`src/rtl/dls_pkg.sv`:
```
package dls_pkg;

   typedef enum logic [1:0] {
      SM_DUAL    = 2'b00,
      SM_FUSED   = 2'b01,
      SM_ROM     = 2'b10,
      SM_ROM_ALT = 2'b11
   } slice_mode_e;

   localparam int unsigned TABLE_COUNT = 2;
   localparam int unsigned K_MIN = 1;
   localparam int unsigned K_MAX = 6;

   // write protection applies to both read-only encodings
   function automatic logic mode_locked(slice_mode_e m);
      return m[1];
   endfunction

   function automatic logic mode_fused(slice_mode_e m);
      return (m == SM_FUSED);
   endfunction

endpackage

```
`src/rtl/lut_store.sv`:
```
module lut_store #(
   parameter int unsigned K = 4
) (
   input  logic                clk,
   input  logic                rst_n,
   input  logic                we,
   input  logic [(1<<K)-1:0]   wdata,
   output logic [(1<<K)-1:0]   bits
);
   localparam int unsigned DEPTH = 1 << K;

   logic [DEPTH-1:0] cells_q;

   always_ff @(posedge clk or negedge rst_n) begin
      if (!rst_n) begin
         cells_q <= '0;
      end else if (we) begin
         cells_q <= wdata;
      end
   end

   assign bits = cells_q;

endmodule

```
`src/rtl/lut_read.sv`:
```
module lut_read #(
   parameter int unsigned K     = 4,
   parameter int unsigned STYLE = 0
) (
   input  logic [K-1:0]        addr,
   input  logic [(1<<K)-1:0]   bits,
   output logic                y
);
   localparam int unsigned DEPTH = 1 << K;

   generate
      if (STYLE == 0) begin : g_index
         assign y = bits[addr];
      end else begin : g_andor
         logic [DEPTH-1:0] hot;
         always_comb begin
            for (int i = 0; i < DEPTH; i++) begin
               hot[i] = (addr == K'(i));
            end
         end
         assign y = |(hot & bits);
      end
   endgenerate

endmodule

```
`src/rtl/slice_outmux.sv`:
```
module slice_outmux
   import dls_pkg::*;
(
   input  slice_mode_e mode,
   input  logic        in_x,
   input  logic        a_val,
   input  logic        b_val,
   output logic        f
);
   always_comb begin
      if (mode_fused(mode)) begin
         f = in_x ? b_val : a_val;
      end else begin
         f = 1'b0;
      end
   end

endmodule

```
`src/rtl/dual_lut_slice.sv`:
```
module dual_lut_slice
   import dls_pkg::*;
#(
   parameter int unsigned K          = 4,
   parameter int unsigned READ_STYLE = 0
) (
   input  logic               clk,
   input  logic               rst_n,
   input  logic               cfg_we,
   input  logic               cfg_sel,
   input  logic [(1<<K)-1:0]  cfg_data,
   input  logic [1:0]         mode,
   input  logic [K-1:0]       in_a,
   input  logic [K-1:0]       in_b,
   input  logic               in_x,
   output logic               out_a,
   output logic               out_b,
   output logic               out_f
);
   localparam int unsigned DEPTH = 1 << K;

   generate
      if (K < K_MIN || K > K_MAX) begin : g_bad_k
         $error("dual_lut_slice: K out of supported range");
      end
      if (READ_STYLE > 1) begin : g_bad_style
         $error("dual_lut_slice: READ_STYLE must be 0 or 1");
      end
   endgenerate

   slice_mode_e mode_e;
   logic        locked;
   logic        fused;

   assign mode_e = slice_mode_e'(mode);
   assign locked = mode_locked(mode_e);
   assign fused  = mode_fused(mode_e);

   logic [DEPTH-1:0] tbl_bits [TABLE_COUNT];
   logic [K-1:0]     rd_addr  [TABLE_COUNT];
   logic             rd_val   [TABLE_COUNT];

   generate
      for (genvar t = 0; t < TABLE_COUNT; t++) begin : g_tbl
         logic wr_en;
         assign wr_en = cfg_we && !locked && (cfg_sel == 1'(t));

         if (t == 0) begin : g_addr_a
            assign rd_addr[t] = in_a;
         end else begin : g_addr_b
            assign rd_addr[t] = fused ? in_a : in_b;
         end

         lut_store #(.K(K)) u_store (
            .clk   (clk),
            .rst_n (rst_n),
            .we    (wr_en),
            .wdata (cfg_data),
            .bits  (tbl_bits[t])
         );

         lut_read #(.K(K), .STYLE(READ_STYLE)) u_read (
            .addr (rd_addr[t]),
            .bits (tbl_bits[t]),
            .y    (rd_val[t])
         );
      end
   endgenerate

   assign out_a = rd_val[0];
   assign out_b = rd_val[1];

   slice_outmux u_outmux (
      .mode  (mode_e),
      .in_x  (in_x),
      .a_val (rd_val[0]),
      .b_val (rd_val[1]),
      .f     (out_f)
   );

endmodule

```
`config.mk`:
```
export PLATFORM = sky130hd
export DESIGN_NAME = dual_lut_slice
export DESIGN_NICKNAME = d
export VERILOG_FILES = /design/src/rtl/dls_pkg.sv /design/src/rtl/lut_store.sv /design/src/rtl/lut_read.sv /design/src/rtl/slice_outmux.sv /design/src/rtl/dual_lut_slice.sv
export SDC_FILE = /design/constraint.sdc
export NUM_CORES = 1
export LEC_CHECK = 0
export BUFFER_PORTS_ARGS = -buffer_cell sky130_fd_sc_hd__buf_4
export CAP_MARGIN = 15
export CORE_MARGIN = 4
export CORE_UTILIZATION = 30
export CTS_BUF_LIST = sky130_fd_sc_hd__clkbuf_8
export CTS_CLUSTER_DIAMETER = 50
export DETAILED_ROUTE_END_ITERATION = 10
export GPL_TIMING_DRIVEN = 0
export PLACE_DENSITY = 0.56
export SYNTH_ARGS = -nofsm -noshare
export SYNTH_HDL_FRONTEND = slang
export SYNTH_SLANG_ARGS = --single-unit
export TNS_END_PERCENT = 1
```
`constraint.sdc`:
```
create_clock -name clk -period 2.8 [get_ports clk]
set_input_delay 0.56 -clock clk [delete_from_list [all_inputs] [get_ports clk]]
set_output_delay 0.56 -clock clk [all_outputs]
set_load 0.03 [all_outputs]
```
==> Word level (Yosys, flattened, before mapping) <==
Cells that the tools add are included.
{ "word_totals": {"regBits": 32, "latch_bits": 0, "mem_bits_rw": 0, "romBits": 0, "in_bits": 31, "output_inout_bits": 3, "memories": 0} }
{ "classes": {"add_sub_neg": 0, "multipliers": 0, "div": 0, "n_lt_le_gt_ge": 2, "eq_ne": 1, "shifts": 0, "n_mux": 7, "bitwise_logic": 1, "n_reduce_logical": 4} }
{ "op_table": {"columns": ["op", "n"], "rows": [
  ["$lt A4 B5 Y1 const B", 2],
  ["$bmux W1 S4", 2],
  ["$mux W1", 4],
  ["$mux W4", 1],
  ["$logic_and A1 B1 Y1", 3],
  ["$eq A2 B1 Y1 const B", 1],
  ["$logic_not A1 Y1", 1],
  ["$not A1 Y1", 1]
]} }

==> Depth between registers and ports, before layout <==
Gate-level depths: netlist of run 1.
{ "logic_depth": {"word_depth": 6, "depth_mapped": 7, "depth_no_buf": 6} }

==> By module <==
A second synthesis of run 1 with hierarchy kept.
{ "hier_totals": {"hier_cells": 91, "area_unflattened_um2": 1682.9} }
{ "by_module_without_submodules": {"columns": ["mod", "n_inst", "cells_each", "area_each_um2"], "rows": [
  ["lut_store", 2, 34, 649.4],
  ["lut_read", 2, 7, 135.1],
  ["dual_lut_slice", 1, 7, 91.3],
  ["slice_outmux", 1, 2, 22.5]
]} }

==> Worst setup path before layout of run 1 <==
Ideal clock, no wire load.
{ "synth_path": {"kind": "input to output", "startpoint": "input port in_a[1]", "endpoint": "output port out_f", "arrival_ns": 2.350, "t_required_ns": 2.240, "setup_slack_ns": -0.110, "path_stages": 7, "path_cell_list": "buf_6 > and4bb_2 > a31oi_2 > o22ai_1 > a32oi_1 > nand4_1 > a311oi_1"} }
{ "synth_via": {"elab_chain_len": 5, "elab_cells_between_ends": 7} }
{ "synth_lines": {"columns": ["element", "line_no", "source"], "rows": [
  ["start, declared", "dual_lut_slice.sv:13", "input logic [K-1:0] in_a,"],
  ["$mux W4", "dual_lut_slice.sv:51", "assign rd_addr[t] = fused ? in_a : in_b;"],
  ["$bmux W1 S4", "lut_read.sv:13", "assign y = bits[addr];"],
  ["$mux W1 (implied by the code)", "lut_read.sv:13", null],
  ["$mux W1 *", "slice_outmux.sv:12", "f = in_x ? b_val : a_val;"],
  ["$mux W1 *", "slice_outmux.sv:11", "if (mode_fused(mode)) begin"],
  ["end, declared", "dual_lut_slice.sv:18", "output logic out_f"]
]} }
Every way passes the cells marked *; elsewhere a longest branch is shown, timed or not. The select of a mux whose other input is x is not followed.

==> Final worst setup path of run 1 <==
{ "layout_path": {"startpoint": "input port mode[1]", "endpoint": "output port out_f"} }
{ "layout_via": {"elab_chain_len": 6} }
{ "layout_lines": {"columns": ["element", "line_no", "source"], "rows": [
  ["start, declared", "dual_lut_slice.sv:12", "input logic [1:0] mode,"],
  ["$eq A2 B1 Y1 *", "dls_pkg.sv:20", "return (m == SM_FUSED);"],
  ["$mux W4", "dual_lut_slice.sv:51", null],
  ["$bmux W1 S4", "lut_read.sv:13", null],
  ["$mux W1 (implied by the code)", "lut_read.sv:13", null],
  ["$mux W1", "slice_outmux.sv:12", null],
  ["$mux W1 *", "slice_outmux.sv:11", null]
]} }
Marks and branches as above.

==> impl_metrics.py, run 1 <==
metrics = {
    "route": {
        "postRouteAntennaNets": 0,
        "vias_per_cell": 5.02,
        "drt_iter0_markers": 56,
        "drc": 0,
        "drtPass1Iterations": 5,
        "wire_per_inst_um": 16.3,
        "dr_total_vias": 1160,
        "wirelength_mm": 3.77,
    },
    "sta": {
        "maxSlewViolCount": 0,
        "fmax_ghz": 0.362,
        "fin_crit_ps": 2760,
        "post-route-period-util": 0.987,
        "finalHoldViolations": 0,
        "slew_headroom": 0.627,
        "worst_hold_slack_ps": 204,
        "finalSetupViolCount": 0,
        "worst-slew-pin-transition_ps": 560,
        "fin_skew_ps": 0,
    },
    "pwr": {
        "power_leakage_uw": 0.000903,
        "seqPwrFrac": 0.481,
        "p_switching_uw": 333,
        "p_per_area_mw_per_mm2": 589,
        "p_sw_frac": 0.267,
        "clkPwrFrac": 0.278,
        "peakVddDrop_mv": 0.214,
        "p_int_uw": 915,
        "power_frac_comb": 0.241,
    },
    "worst_setup_path": {
        "startpoint_type": "input port",
        "path_max_fanout": 11,
        "r2r-start": "g_tbl[1].u_store.bits[1]",
        "endpoint_kind": "output port",
        "critPathKind": "in -> out",
        "startpoint": "mode[1]",
        "cp.required_ps": 2240,
        "worstPathArrival_ps": 2200,
    },
    "yosys": {
        "ys_ff_latch": 32,
        "synth_top_family_by_area": "multiplexers",
        "synth_nets": 150,
        "synth-main-ff-cell": "dfrtp_1",
        "yosysSeqAreaShare": 0.492,
        "synthCells": 119,
        "synthSimpleGateAreaFrac": 0.0954,
        "yosys.area_share.adder": 0,
        "synth_warnings": 0,
        "synth.area.mux_share": 0.323,
        "synthXorXnorAreaFrac": 0,
        "netlist_area_mm2": 0.00163,
        "synth_cell_types": 28,
        "synth-edff-count": 0,
        "post_synth.cell_area_avg_um2": 13.7,
        "async_flop_share": 1.00,
        "synth_compound_area_frac": 0.0592,
    },
    "finish": {
        "seq_area_um2": 801,
        "final_cell_mix": "buf_4, mux2_2, dfrtp_1, nand2_1, clkbuf_8",
        "drive_gt1_frac": 0.571,
        "area_growth_pct": 30.3,
        "multi_input_area_um2": 842,
        "n_antenna_cell": 0,
        "fillerInstances": 487,
        "largest_register_ffs": 32,
        "mostFrequentLayoutCell": "buf_4",
        "fin_area_mm2": 0.00212,
        "nets": 191,
        "finalNonFillerCells": 231,
    },
    "global_route": {
        "grt_pass1_wl_mm": 5.75,
        "track_usage": 0.117,
        "antenna_found_initial": 0,
        "first_global_vias": 1204,
        "grt_max_degree": 33,
        "grt-ovfl-total": 0,
    },
    "outcome": {
        "status": "completed",
    },
    "clock_tree": {
        "cts.sinks": 32,
        "clk_latency_ps": 270,
        "h-tree-depth": 2,
        "cts_root_buf": "clkbuf_8",
        "numCtsBuffers": 5,
        "clk_path_buf_depth": 2,
        "cts_tree": "yes",
        "cts_hold_buf": 0,
        "path_clk_slew_ps": 60,
    },
    "die": {
        "die_y_um": 81.6,
        "rows": 26,
        "dieArea_mm2": 0.00666,
        "initial_core_util": 0.314,
        "io_pins": 34,
        "die_x_um": 81.6,
        "core_area_mm2": 0.00517,
    },
    "placement": {
        "post_dp_cell_area_mm2": 0.00195,
        "numPortBuffers": 31,
        "routabilityCongestion": 0.890,
        "dp_cells": 220,
        "dpl.hpwl_mm": 2.76,
    },
    "flow_run": {
        "drv_cap": 0,
    },
    "worst_hold_path": {
        "min_path_type": "in -> async",
    },
}
==> area by class of cell <==
type,count,area share
multi-input combinational,82,0.397
clock inverter,2,0.00354
clock buffer,6,0.0390
sequential,32,0.378
inverter,1,0.00177
buffer,5,0.0224
tap,70,0.0413
timing repair buffer,33,0.117
==> Yosys cell counts (all sizes together) (2+ instances only) <==
cell type	count	area, um^2
mux2i	3	37.5
mux4	5	113
o22ai	2	12.5
nand2	9	33.8
a32oi	2	17.5
o21ai	3	15.0
a211oi	4	30.0
nand3	4	20.0
buf	4	41.3
nor2	5	18.8
nand3b	2	15.0
dfrtp	32	801
nand4	2	12.5
mux2	33	375
==> critical path, cell delays in order <==
cell	delay, ps
buf_4	100
nand2b_4	120
buf_12	140
mux2i_4	270
nand2_1	120
a32oi_2	250
nand4_1	170
a311oi_2	260
buf_4	200
==> kinds of logic (layout without fill, tap and decap cells) <==
group | Yosys count | in the layout
AOI/OAI and AO/OA | 13 | 13
buffers and inverters | 6 | 47
DFF | 32 | 32
muxes | 41 | 42
and+or+nand+nor | 27 | 27
==> routing by layer <==
layer	global-route usage	wire (um)
met3	0.0296	224
met2	0.182	1820
met1	0.152	1650
met5	0	0
met4	0.0548	81
==> what timing repair did <==
item                                    CTS  global route
endpoints found under the setup margin    0             1
gates resized for setup                   0             8
buffers inserted                          0             2
==> stage by stage <==
stage	total power, uW	setup TNS, ps	worst slack (ps)	utilization
5_1_grt	1310	-45.8	-45.8	0.410
3_5_place_dp	892	0	22.2	0.378
6_report	1250	0	36.4	0.410
2_1_floorplan	782	0	155	-
4_1_cts	1240	0	14.3	0.395
3_3_place_gp	882	0	32.4	0.378
==> power by group through the flow <==
stage / logic, uW / registers [uW] / clock network, uW
after floorplan: 193 / 589 / 0
after global placement: 275 / 606 / 0
after detailed placement: 282 / 610 / 0
after CTS: 283 / 602 / 357
after global routing: 326 / 611 / 373
final: 301 / 601 / 347
==> path summary, 6_finish.rpt <==
| path | slack [ps] | endpoint | cells past startpoint |
|---|---|---|---|
| max | 40 | out_f | 9 |
| max reg2reg | 2010 | g_tbl[1].u_store.bits[1] | 1 |
| min in group clk | 500 | g_tbl[0].u_store.bits[0] | 1 |
| min | 200 | g_tbl[1].u_store.bits[6] | 1 |
| min reg2reg | 500 | g_tbl[0].u_store.bits[0] | 1 |
| max in group asynchronous | 2300 | g_tbl[1].u_store.bits[0] | 1 |
Power figures use the tool's default switching activity.
==> run 2, diff against run 1 <==
Settings changed: ABC_AREA from default to 1.
==> run 2 against run 1 <==
Effect of this change: cell count rose by 39%; total power down 4.2%; register-to-register slack better by 100 ps; critical path type unchanged; critical endpoint unchanged.
==> impl_metrics.py, run 2 <==
metrics = {
    "route": {
        "dr_wl_met3_um": 274,
        "drc": 0,
        "wl_met1_mm": 2.26,
        "dr_wl_met2_mm": 1.99,
        "wire_per_inst_um": 14.4,
        "wirelength_mm": 4.61,
        "postRouteAntennaNets": 0,
        "dr_total_vias": 1541,
        "top_layer": "met4",
        "vias_per_cell": 4.82,
        "drt_iter0_markers": 124,
        "drtPass1Iterations": 4,
    },
    "yosys": {
        "synthTopCellsByCount": "nand2_1, o21ai_0, nand3_1",
        "post_synth.cell_area_avg_um2": 7.77,
        "yosysTopAreaCell": "dfrtp_1",
        "yosysSeqAreaShare": 0.493,
        "synthCells": 209,
        "ys_ff_latch": 32,
        "synth_nets": 240,
        "synth-edff-count": 0,
        "async_flop_share": 1.00,
        "synth-main-ff-cell": "dfrtp_1",
        "netlist_area_mm2": 0.00162,
        "yosysTopAreaCellShare": 0.493,
        "synth_warnings": 0,
        "synth.top_cells.by_area": "dfrtp_1, o21ai_0, nand3_1",
        "synth_cell_types": 16,
        "post-synth-top-count-cell": "nand2_1",
    },
    "clock_tree": {
        "cts_root_buf": "clkbuf_8",
        "clk_latency_ps": 280,
        "path_clk_slew_ps": 70,
        "h-tree-depth": 2,
        "post_cts_resized": 0,
        "clk_path_buf_depth": 2,
        "cts.sinks": 32,
        "cts_setup_buffers": 0,
        "numCtsBuffers": 5,
        "cts_tree": "yes",
        "cts_hold_buf": 0,
    },
    "worst_setup_path": {
        "critPathKind": "in -> out",
        "startpoint_type": "input port",
        "endpoint_kind": "output port",
        "startpoint": "mode[1]",
        "worstPathArrival_ps": 1920,
        "r2r-start": "g_tbl[1].u_store.bits[7]",
        "path_max_fanout": 10,
        "cp.required_ps": 2240,
    },
    "finish": {
        "n_antenna_cell": 0,
        "mostFrequentLayoutCell": "nand2_1",
        "fillerInstances": 546,
        "multi_input_area_um2": 682,
        "drive_gt1_frac": 0.204,
        "seq_area_um2": 801,
        "final_cell_mix": "nand2_1, o21ai_0, nand3_1, buf_4, dfrtp_1",
        "nets": 280,
        "largest_register_ffs": 32,
        "area_growth_pct": 26.7,
    },
    "sta": {
        "grt_setup_unrepaired": "no",
        "fin_setup_tns_ps": 0,
        "fin_skew_ps": 0,
        "finalHoldViolations": 0,
        "slew_headroom": 0.672,
        "maxSlewViolCount": 0,
        "layout_setup_ws_ps": 318,
        "fmax_ghz": 0.403,
        "finalSetupViolCount": 0,
        "worst-slew-pin-transition_ps": 493,
        "fin_crit_ps": 2480,
        "post-route-period-util": 0.887,
    },
    "global_route": {
        "track_usage": 0.156,
        "antenna_found_initial": 0,
        "grt_pass1_wl_mm": 7.69,
        "first_global_vias": 1471,
        "grt-ovfl-total": 0,
        "grt_max_degree": 33,
    },
    "outcome": {
        "status": "completed",
    },
    "pwr": {
        "power_leakage_uw": 0.00105,
        "design_power_total_uw": 1200,
        "p_per_area_mw_per_mm2": 581,
        "peakVddDrop_mv": 0.212,
    },
    "flow_run": {
        "drv_cap": 0,
    },
    "die": {
        "die_x_um": 81.6,
        "core_area_mm2": 0.00517,
        "die_y_um": 81.6,
        "initial_core_util": 0.314,
        "dieArea_mm2": 0.00665,
        "io_pins": 34,
        "rows": 26,
    },
    "placement": {
        "numPortBuffers": 33,
        "place_ws_ps": 252,
        "routabilityCongestion": 0.888,
        "dpl.hpwl_mm": 3.38,
    },
    "worst_hold_path": {
        "min_path_type": "in -> async",
    },
}
==> run 2: path summary, 6_finish.rpt <==
kind / endpoint / slack, ps / cells past startpoint
max: out_f / 320 / 12
min: g_tbl[0].u_store.bits[9] / 200 / 1
max reg2reg: g_tbl[1].u_store.bits[7] / 2110 / 2
min reg2reg: g_tbl[0].u_store.bits[10] / 480 / 2
max in group asynchronous: g_tbl[0].u_store.bits[0] / 2300 / 1
min in group clk: g_tbl[0].u_store.bits[10] / 480 / 2
==> run 2: layout make-up <==
cell class,count,area share
Buffer,8,0.0219
Clock buffer,6,0.0401
Sequential cell,32,0.389
Clock inverter,2,0.00547
Multi-Input combinational cell,142,0.331
Tap cell,70,0.0426
Inverter,27,0.0492
Timing Repair Buffer,33,0.120
==> run 2: worst max-delay path, cell delays in order <==
cell and delay, ps:
buf_4 110, inv_2 110, nand2_2 80, buf_6 150, nand2_2 150, nand3_1 100
nand3_1 80, nand3_1 80, nand3b_1 80, nand2_1 100, a21oi_2 150, buf_4 180
==> run 2: power by group <==
part,switching (uW),internal (uW),leakage [uW]
Clock,178,196,0.0000486
Combinational,137,104,0.000599
Sequential,43.8,536,0.000399
==> run 2: metal layers <==
| layer | vias up | global-route usage |
|---|---|---|
| met5 | - | 0 |
| met4 | 0 | 0.0498 |
| met3 | 9 | 0.0318 |
| met2 | 51 | 0.226 |
| met1 | 718 | 0.231 |
| li1 | 763 | - |
==> run 2: kinds of logic after synthesis <==
kind of cell | after synthesis | share of synthesized area
AOI/OAI and AO/OA | 46 | 0.152
buffers and inverters | 35 | 0.0901
and+or+nand+nor | 96 | 0.265
DFF | 32 | 0.493
==> run 2: metrics by stage <==
stage          hold slack (ps)  cells  instance area, um^2  utilization
2_1_floorplan              264    209                 1620            -
3_3_place_gp               460    312                 1960        0.379
3_5_place_dp               468    312                 1960        0.379
4_1_cts                    213    320                 2050        0.397
5_1_grt                    225    320                 2060        0.398
6_report                   195    320                 2060        0.398
==> run 3, diff against run 2 <==
Clock period 2.8 ns to 3.02 ns, I/O delays scaled along.
==> run 3 against run 2 <==
Effect of this change: sequential share of layout area grew 0.095 points; combinational power shrank 8%; non-clock buffer count is the same; global-route usage is the same; cell count is the same; first-iteration DRC count grew 11%; clock power shrank 7.7%; largest power group unchanged; highest routed layer unchanged; routed wire length shrank 0.72%.
==> impl_metrics.py, run 3 (synthesis gave the netlist of run 2 again) <==
metrics = {
    "outcome": {
        "status": "completed",
    },
    "pwr": {
        "power_leakage_uw": 0.00105,
        "peakVddDrop_mv": 0.196,
        "p_per_area_mw_per_mm2": 539,
    },
    "worst_setup_path": {
        "startpoint_type": "input port",
        "critPathKind": "in -> out",
        "cp.required_ps": 2420,
        "endpoint_kind": "output port",
        "worstPathArrival_ps": 2050,
        "path_max_fanout": 8,
    },
    "placement": {
        "dp_cells": 312,
        "routabilityCongestion": 0.888,
        "numPortBuffers": 33,
        "post_dp_cell_area_mm2": 0.00196,
        "dpl.hpwl_mm": 3.38,
    },
    "sta": {
        "maxSlewViolCount": 0,
        "slew_headroom": 0.670,
        "finalHoldViolations": 0,
        "fin_setup_tns_ps": 0,
        "grt_setup_unrepaired": "no",
        "fin_skew_ps": 0,
        "worst-slew-pin-transition_ps": 495,
        "fmax_ghz": 0.377,
        "fin_crit_ps": 2650,
        "finalSetupViolCount": 0,
        "post-route-period-util": 0.879,
    },
    "clock_tree": {
        "path_clk_slew_ps": 70,
        "cts_tree": "yes",
        "cts_setup_buffers": 0,
        "numCtsBuffers": 5,
        "clk_latency_ps": 280,
        "h-tree-depth": 2,
        "post_cts_resized": 0,
        "cts_root_buf": "clkbuf_8",
        "cts_hold_buf": 0,
        "cts.sinks": 32,
        "clk_path_buf_depth": 2,
    },
    "die": {
        "die_y_um": 81.6,
        "core_area_mm2": 0.00517,
        "die_x_um": 81.6,
        "dieArea_mm2": 0.00665,
        "io_pins": 34,
        "initial_core_util": 0.314,
        "rows": 26,
    },
    "route": {
        "drtPass1Iterations": 4,
        "drc": 0,
        "vias_per_cell": 4.73,
        "dr_wl_met2_mm": 2.05,
        "postRouteAntennaNets": 0,
        "wl_met1_mm": 2.19,
        "wirelength_mm": 4.58,
        "wire_per_inst_um": 14.3,
        "dr_total_vias": 1515,
        "top_layer": "met4",
        "drt_iter0_markers": 138,
        "dr_wl_met3_um": 317,
    },
    "global_route": {
        "grt-ovfl-total": 0,
        "first_global_vias": 1471,
        "track_usage": 0.156,
        "grt_pass1_wl_mm": 7.69,
        "antenna_found_initial": 0,
        "grt_max_degree": 33,
    },
    "finish": {
        "largest_register_ffs": 32,
        "drive_gt1_frac": 0.200,
        "nets": 280,
        "final_util": 0.397,
        "fillerInstances": 546,
        "mostFrequentLayoutCell": "nand2_1",
        "finalNonFillerCells": 320,
        "area_growth_pct": 26.4,
        "final_cell_mix": "nand2_1, o21ai_0, nand3_1, buf_4, dfrtp_1",
        "n_antenna_cell": 0,
        "fin_area_mm2": 0.00205,
    },
    "worst_hold_path": {
        "min_path_type": "in -> async",
    },
    "flow_run": {
        "drv_cap": 0,
    },
}
-- run 3: changes by cell type in the layout (fill, tap and decap cells not counted) --
cell,previous run,this run
nand3_1,36,37
nand3_2,1,0
-- run 3: per-layer routing --
metal / GRT usage / up-vias
met2: 0.226 / 50
met5: 0 / -
met1: 0.231 / 698
met3: 0.0318 / 2
li1: - / 765
met4: 0.0498 / 0
-- run 3: worst paths after layout --
kind | from | end | slack (ps) | cells past startpoint
min in group clk | g_tbl[1].u_store.bits[0] | g_tbl[1].u_store.bits[0] | 490 | 2
worst max-delay path | in_a[0] | out_f | 370 | 10
worst min register to register | g_tbl[1].u_store.bits[0] | g_tbl[1].u_store.bits[0] | 490 | 2
worst min-delay path | rst_n | g_tbl[0].u_store.bits[8] | 240 | 1
worst max register to register | g_tbl[1].u_store.bits[7] | g_tbl[1].u_store.bits[7] | 2340 | 2
max in group asynchronous | rst_n | g_tbl[1].u_store.bits[4] | 2480 | 1
-- run 3: worst max-delay path: stages --
cell     delay (ps)
buf_4           110
inv_1           220
nand3_1         310
nand3_1         180
nand3_1          80
nand3_1         100
nand3_1          70
nand2_1         120
a21oi_2          70
buf_4           170
-- run 3: cell type report --
cell class              instances  area (um^2)  area share
multi-input cells             142          677       0.330
inverters                      27          101      0.0494
plain buffers                   8         45.0      0.0219
clock inverters                 2         11.3     0.00548
well taps                      70         87.6      0.0427
clock buffers                   6         82.6      0.0402
flip-flops and latches         32          801       0.390
repair buffers                 33          248       0.121
-- run 3: per-stage QoR --
stage	setup WS, ps	hold slack, ps	power, uW
3_3_place_gp	370	460	767
5_1_grt	129	269	1180
6_report	366	239	1110
3_5_place_dp	384	468	770
4_1_cts	372	257	1110
2_1_floorplan	758	308	672
-- run 3: where the power goes --
group	switching (uW)	internal [uW]
logic	126	96.5
registers	40.7	497
clock network	164	182
total	331	775
